`config.mk`:
```
export PLATFORM = sky130hd
export DESIGN_NAME = lapTimer
export DESIGN_NICKNAME = d
export VERILOG_FILES = /design/src/rtl/lapTimerPkg.sv /design/src/rtl/bcdDigit.sv /design/src/rtl/lapCtrl.sv /design/src/rtl/lapDatapath.sv /design/src/rtl/lapTimer.sv
export SDC_FILE = /design/constraint.sdc
export NUM_CORES = 1
export LEC_CHECK = 0
export CAP_MARGIN = 20
export CORE_MARGIN = 4
export CORE_UTILIZATION = 40
export CTS_BUF_LIST = sky130_fd_sc_hd__clkbuf_2 sky130_fd_sc_hd__clkbuf_4 sky130_fd_sc_hd__clkbuf_8
export DETAILED_ROUTE_END_ITERATION = 8
export HOLD_SLACK_MARGIN = 0.08
export PLACE_DENSITY = 0.68
export SLEW_MARGIN = 20
export SYNTH_ARGS = -nofsm -noshare
export SYNTH_HDL_FRONTEND = slang
export SYNTH_SLANG_ARGS = --single-unit
```
`constraint.sdc`:
```
create_clock -name clk -period 1.5 [get_ports clk]
set_input_delay 0.225 -clock clk [delete_from_list [all_inputs] [get_ports clk]]
set_output_delay 0.225 -clock clk [all_outputs]
set_load 0.03 [all_outputs]
```
`src/rtl/lapTimerPkg.sv`:
```
package lapTimerPkg;
  localparam int DIGIT_W = 4;
  localparam logic [DIGIT_W-1:0] DIGIT_MAX = 4'd9;

  // strobes from control to datapath
  typedef struct packed {
    logic advance;
    logic capture;
  } lapStrobes_t;
endpackage

```
`src/rtl/bcdDigit.sv`:
```
module bcdDigit
  import lapTimerPkg::*;
(
  input  logic               clk,
  input  logic               rst,
  input  logic               carryIn,
  output logic [DIGIT_W-1:0] digit
);
  always_ff @(posedge clk) begin
    if (rst) begin
      digit <= '0;
    end else if (carryIn) begin
      if (digit == DIGIT_MAX) digit <= '0;
      else                    digit <= digit + 1'b1;
    end
  end
endmodule

```
`src/rtl/lapCtrl.sv`:
```
module lapCtrl
  import lapTimerPkg::*;
(
  input  logic        clk,
  input  logic        rst,
  input  logic        tick,
  input  logic        stop,
  output lapStrobes_t strobes
);
  logic stopPrev;

  always_ff @(posedge clk) begin
    if (rst) stopPrev <= 1'b0;
    else     stopPrev <= stop;
  end

  always_comb begin
    strobes.advance = tick & ~stop;
    strobes.capture = stop & ~stopPrev;
  end
endmodule

```
`src/rtl/lapDatapath.sv`:
```
module lapDatapath
  import lapTimerPkg::*;
#(
  parameter int NUM_DIGITS = 3,
  parameter int LAP_SLOTS  = 8,
  parameter int IDX_W      = 3,
  localparam int BCD_W     = NUM_DIGITS * DIGIT_W
) (
  input  logic             clk,
  input  logic             rst,
  input  lapStrobes_t      strobes,
  input  logic [IDX_W-1:0] lapIdx,
  input  logic [IDX_W-1:0] rdIdx,
  output logic [BCD_W-1:0] liveBcd,
  output logic [BCD_W-1:0] rdBcd
);
  logic [NUM_DIGITS-1:0] carry;
  logic [BCD_W-1:0]      laps [LAP_SLOTS];

  assign carry[0] = strobes.advance;

  for (genvar g = 0; g < NUM_DIGITS; g++) begin : gDigit
    if (g > 0) begin : gCarry
      assign carry[g] = carry[g-1] & (liveBcd[(g-1)*DIGIT_W +: DIGIT_W] == DIGIT_MAX);
    end
    bcdDigit uDigit (
      .clk     (clk),
      .rst     (rst),
      .carryIn (carry[g]),
      .digit   (liveBcd[g*DIGIT_W +: DIGIT_W])
    );
  end

  always_ff @(posedge clk) begin
    if (rst) begin
      for (int i = 0; i < LAP_SLOTS; i++) laps[i] <= '0;
    end else if (strobes.capture) begin
      laps[lapIdx] <= liveBcd;
    end
  end

  assign rdBcd = laps[rdIdx];
endmodule

```
`src/rtl/lapTimer.sv`:
```
module lapTimer
  import lapTimerPkg::*;
#(
  parameter int NUM_DIGITS = 3,
  parameter int LAP_SLOTS  = 8,
  localparam int IDX_W     = $clog2(LAP_SLOTS),
  localparam int BCD_W     = NUM_DIGITS * DIGIT_W
) (
  input  logic             clk,
  input  logic             rst,
  input  logic             tick,
  input  logic             stop,
  input  logic [IDX_W-1:0] lapIdx,
  input  logic [IDX_W-1:0] rdIdx,
  output logic [BCD_W-1:0] liveBcd,
  output logic [BCD_W-1:0] rdBcd
);
  lapStrobes_t strobes;

  lapCtrl uCtrl (
    .clk     (clk),
    .rst     (rst),
    .tick    (tick),
    .stop    (stop),
    .strobes (strobes)
  );

  lapDatapath #(
    .NUM_DIGITS (NUM_DIGITS),
    .LAP_SLOTS  (LAP_SLOTS),
    .IDX_W      (IDX_W)
  ) uPath (
    .clk     (clk),
    .rst     (rst),
    .strobes (strobes),
    .lapIdx  (lapIdx),
    .rdIdx   (rdIdx),
    .liveBcd (liveBcd),
    .rdBcd   (rdBcd)
  );
endmodule

```
==> run_results.csv <==
group,metric,value,unit
power_and_ir_drop,p_per_area,933.0,mW/mm²
synthesis,synthCells,346,
min_path,min-delay-start,"rst",
sta,final_max_slew_viol_count,0,
clock_network,numCtsBuffers,9,
floorplanning,initial_core_util,0.4064,
clock_network,clk_latency,0.37,ns
placement,routabilityCongestion,0.7831,
clock_network,clock_sinks,109,
detailed_routing,drt_iter0_markers,159,
grt,grt-ovfl-total,0,
worst_setup_path,crit_type,"reg -> out",
detailed_routing,totalWireLength,11150,µm
clock_network,clockRootBuffer,"clkbuf_8",
synthesis,synth.top_cells.by_count,"96 x edfxtp_1, 88 x and2_1, 21 x clkbuf_1, 21 x mux4_1, 17 x nor2_1",
worst_setup_path,crit_path_end_kind,"output pin",
worst_setup_path,endpoint,"rdBcd[1]",
worst_setup_path,path_cells,"mux4_2 -> mux2_4 -> buf_6",
sta,finalSetupViolations,12,
synthesis,yosysUniqueCellTypes,35,
worst_setup_path,cp_slowest_cell,"mux4_2",
power_and_ir_drop,total_power,0.005888,W
synthesis,synthArstFlopShare,0,
sta,finalHoldViolCount,0,
detailed_routing,vias,2932,
synthesis,synth_most_common_cell,"edfxtp_1",
floorplanning,pin_count,34,
power_and_ir_drop,ir_drop,553.8,µV
floorplanning,die_y,121.0,µm
final_layout,drive_gt1_frac,0.3517,
grt,grt_pass1_vias,3005,
worst_setup_path,path_max_fanout,1,
min_path,hp-class,"in -> reg",
sta,fin_crit,1.906,ns
final_layout,nets,423,
synthesis,synth_edf_count,96,
grt,grt_util_all_layers,0.1616,
worst_setup_path,startpoint,"uPath.laps[3][1]$_SDFFCE_PN0P_",
sta,max_clock_freq,524.7,MHz
status,violations,"negative setup slack",
worst_setup_path,r2r-end,"uPath.laps[4][5]$_SDFFCE_PN0P_",
clock_network,clk_pin_slew,0.10,ns
floorplanning,die-area,0.01464,mm²
clock_network,clk_path_buf_depth,2,
detailed_routing,drtAntennaViolNets,0,
sta,worst_pin_slew,0.3492,ns
sta,fin_ws,-0.4060,ns
sta,rsz0062_at_grt,"yes",
placement,hpwlAfterDp,7639,µm
synthesis,synthesis.area,0.005107,mm²
sta,post-route-period-util,1.271,
worst_setup_path,cp_data_required_time,1.27,ns
final_layout,areaGrowthSynthToFinish,23.57,%
worst_setup_path,cp.arrival,1.68,ns
worst_setup_path,path_delay_family,"multiplexers",
synthesis,synth_nets,356,
sta,skew,0.01281,ns
grt,grt_max_degree,22,
synthesis,yosysWarnings,0,
worst_setup_path,rr_worst_depth,6,
placement,post-place-ws,-0.9219,ns
grt,grt_pass1_wl,17480,µm
flow_run,max_cap_viol_count,0,
worst_setup_path,startpoint_type,"flop",
synthesis,synth_ff_type,"edfxtp_1",
detailed_routing,drtPass1Iterations,4,
placement,place_area,0.006027,mm²
sta,finalSetupTns,-4.515,ns
worst_setup_path,reg2reg_setup_slack,0.06,ns
synthesis,yosysTopAreaCellShare,0.5644,
floorplanning,die_x,121.0,µm
clock_network,cts_tree,"built",
grt,antenna_found_initial,0,
floorplanning,row_count,41,
detailed_routing,vias_per_cell,4.969,
placement,io_buffers,33,
detailed_routing,drc,0,
clock_network,htree_levels,3,
synthesis,yosys.area.top_type,"edfxtp_1",
clock_network,hold_buffers,0,
worst_setup_path,cp.depth,3,
sta,relSlewSlack,0.7670,
synthesis,avgSynthCellArea,14.76,µm²
final_layout,fillers,1068,
worst_setup_path,critPathBufInv,1,
power_and_ir_drop,p_leak,2.435,nW
floorplanning,core_area,0.01257,mm²
synthesis,ys_seq_area_frac,0.6154,
final_layout,fin_area,0.006311,mm²
worst_setup_path,worst_path_largest_cell_delay,0.50,ns
status,status,"complete, but fails checks",
synthesis,synthTopCellsByArea,"edfxtp_1 56%, mux4_1 11%, and2_1 11%",
synthesis,ys_ff_latch,109,
detailed_routing,avgRoutedWirePerCell,18.89,µm
final_layout,antenna_cells,0,
worst_setup_path,r2r_start,"uCtrl.stopPrev$_SDFF_PP0_",
==> logic make-up (layout without fill, tap and decap cells) <==
logic type,Yosys count,count (layout),share of synthesized area
AO/OA/AOI/OAI,9,9,0.01103
multiplexers,38,38,0.1516
AND/OR/NAND/NOR,153,153,0.1820
flip-flops,109,109,0.6154
buffers and inverters,31,103,0.02964
XOR/XNOR,6,6,0.01029
==> stage by stage <==
stage	hold slack (ns)	utilization	cells
after floorplan	0.2966	-	346
after global placement	0.4993	0.4795	572
after detailed placement	0.5215	0.4795	572
after CTS	0.5237	0.4973	589
after global routing	0.3831	0.5021	590
final	0.3683	0.5021	590
==> tightest hold or removal path, delay by kind of cell <==
kind	cells	cell delay, ns
AOI/OAI and AO/OA	1	0.05
buffers and inverters	2	0.43
==> sequential cells by signal (all words and copies together), names as in the netlist <==
signal and flops:
uCtrl.stopPrev 1, uPath.gDigit.uDigit.digit 12, uPath.laps 96
==> layer usage <==
metal  wire length (µm)  track usage  share of wire  vias up
li1                   -            -              -     1386
met1               4884       0.2201           0.44     1454
met2               5601       0.2713           0.50       81
met3                566      0.03077          0.051       11
met4                 93      0.03399         0.0083        0
met5                  0            0              0        -
==> final cells by class <==
cell class,instances,area (µm²),area share
Clock buffer,10,131.4,0.02082
Clock inverter,6,68.82,0.01090
Inverter,1,3.754,0.0005948
Multi-Input combinational cell,206,1804,0.2859
Sequential cell,109,3161,0.5008
Tap cell,172,215.2,0.03410
Timing Repair Buffer,86,927.1,0.1469
==> worst min path at each step <==
| stage | slack (ns) | end | depth (start not counted) |
|---|---|---|---|
| finish | 0.37 | uPath.gDigit[2].uDigit.digit[3]$_SDFFE_PP0P_ | 3 |
| detailed placement | 0.52 | uPath.gDigit[1].uDigit.digit[3]$_SDFFE_PP0P_ | 2 |
| CTS | 0.52 | uCtrl.stopPrev$_SDFF_PP0_ | 2 |
| global route | 0.38 | uPath.gDigit[1].uDigit.digit[2]$_SDFFE_PP0P_ | 3 |
| floorplan | 0.30 | uCtrl.stopPrev$_SDFF_PP0_ | 1 |
| global placement | 0.50 | uPath.gDigit[1].uDigit.digit[3]$_SDFFE_PP0P_ | 2 |
==> repair_timing <==
item / 4_1_cts / 5_1_grt
cloned: 1 / 1
pin swaps: 0 / 2
endpoints found under the setup margin: 19 / 105
setup buffers: 0 / 0
resized for setup: 96 / 13
==> cell usage in the layout (no fill, tap or decap), types with 6 or more instances in the layout <==
cell type | netlist | routed
edfxtp_1 | 96 | 96
and2_1 | 88 | 88
buf_4 | 2 | 42
mux4_2 | 3 | 24
nor2_1 | 17 | 13
buf_6 | 3 | 13
buf_12 | 0 | 13
mux2_4 | 0 | 12
nor3_1 | 9 | 9
clkbuf_8 | 0 | 9
dlygate4sd2_1 | 0 | 8
or2_2 | 8 | 6
nor2b_1 | 6 | 6
clkdlybuf4s50_1 | 0 | 6
==> power by group <==
part | total, W | internal (W) | switching, W
logic | 0.000687 | 0.000362 | 0.000325
registers | 0.00341 | 0.00338 | 0.0000306
clock network | 0.00179 | 0.000804 | 0.000989
total | 0.00589 | 0.00454 | 0.00134
Note: power is estimated with default switching activity, not from simulation.
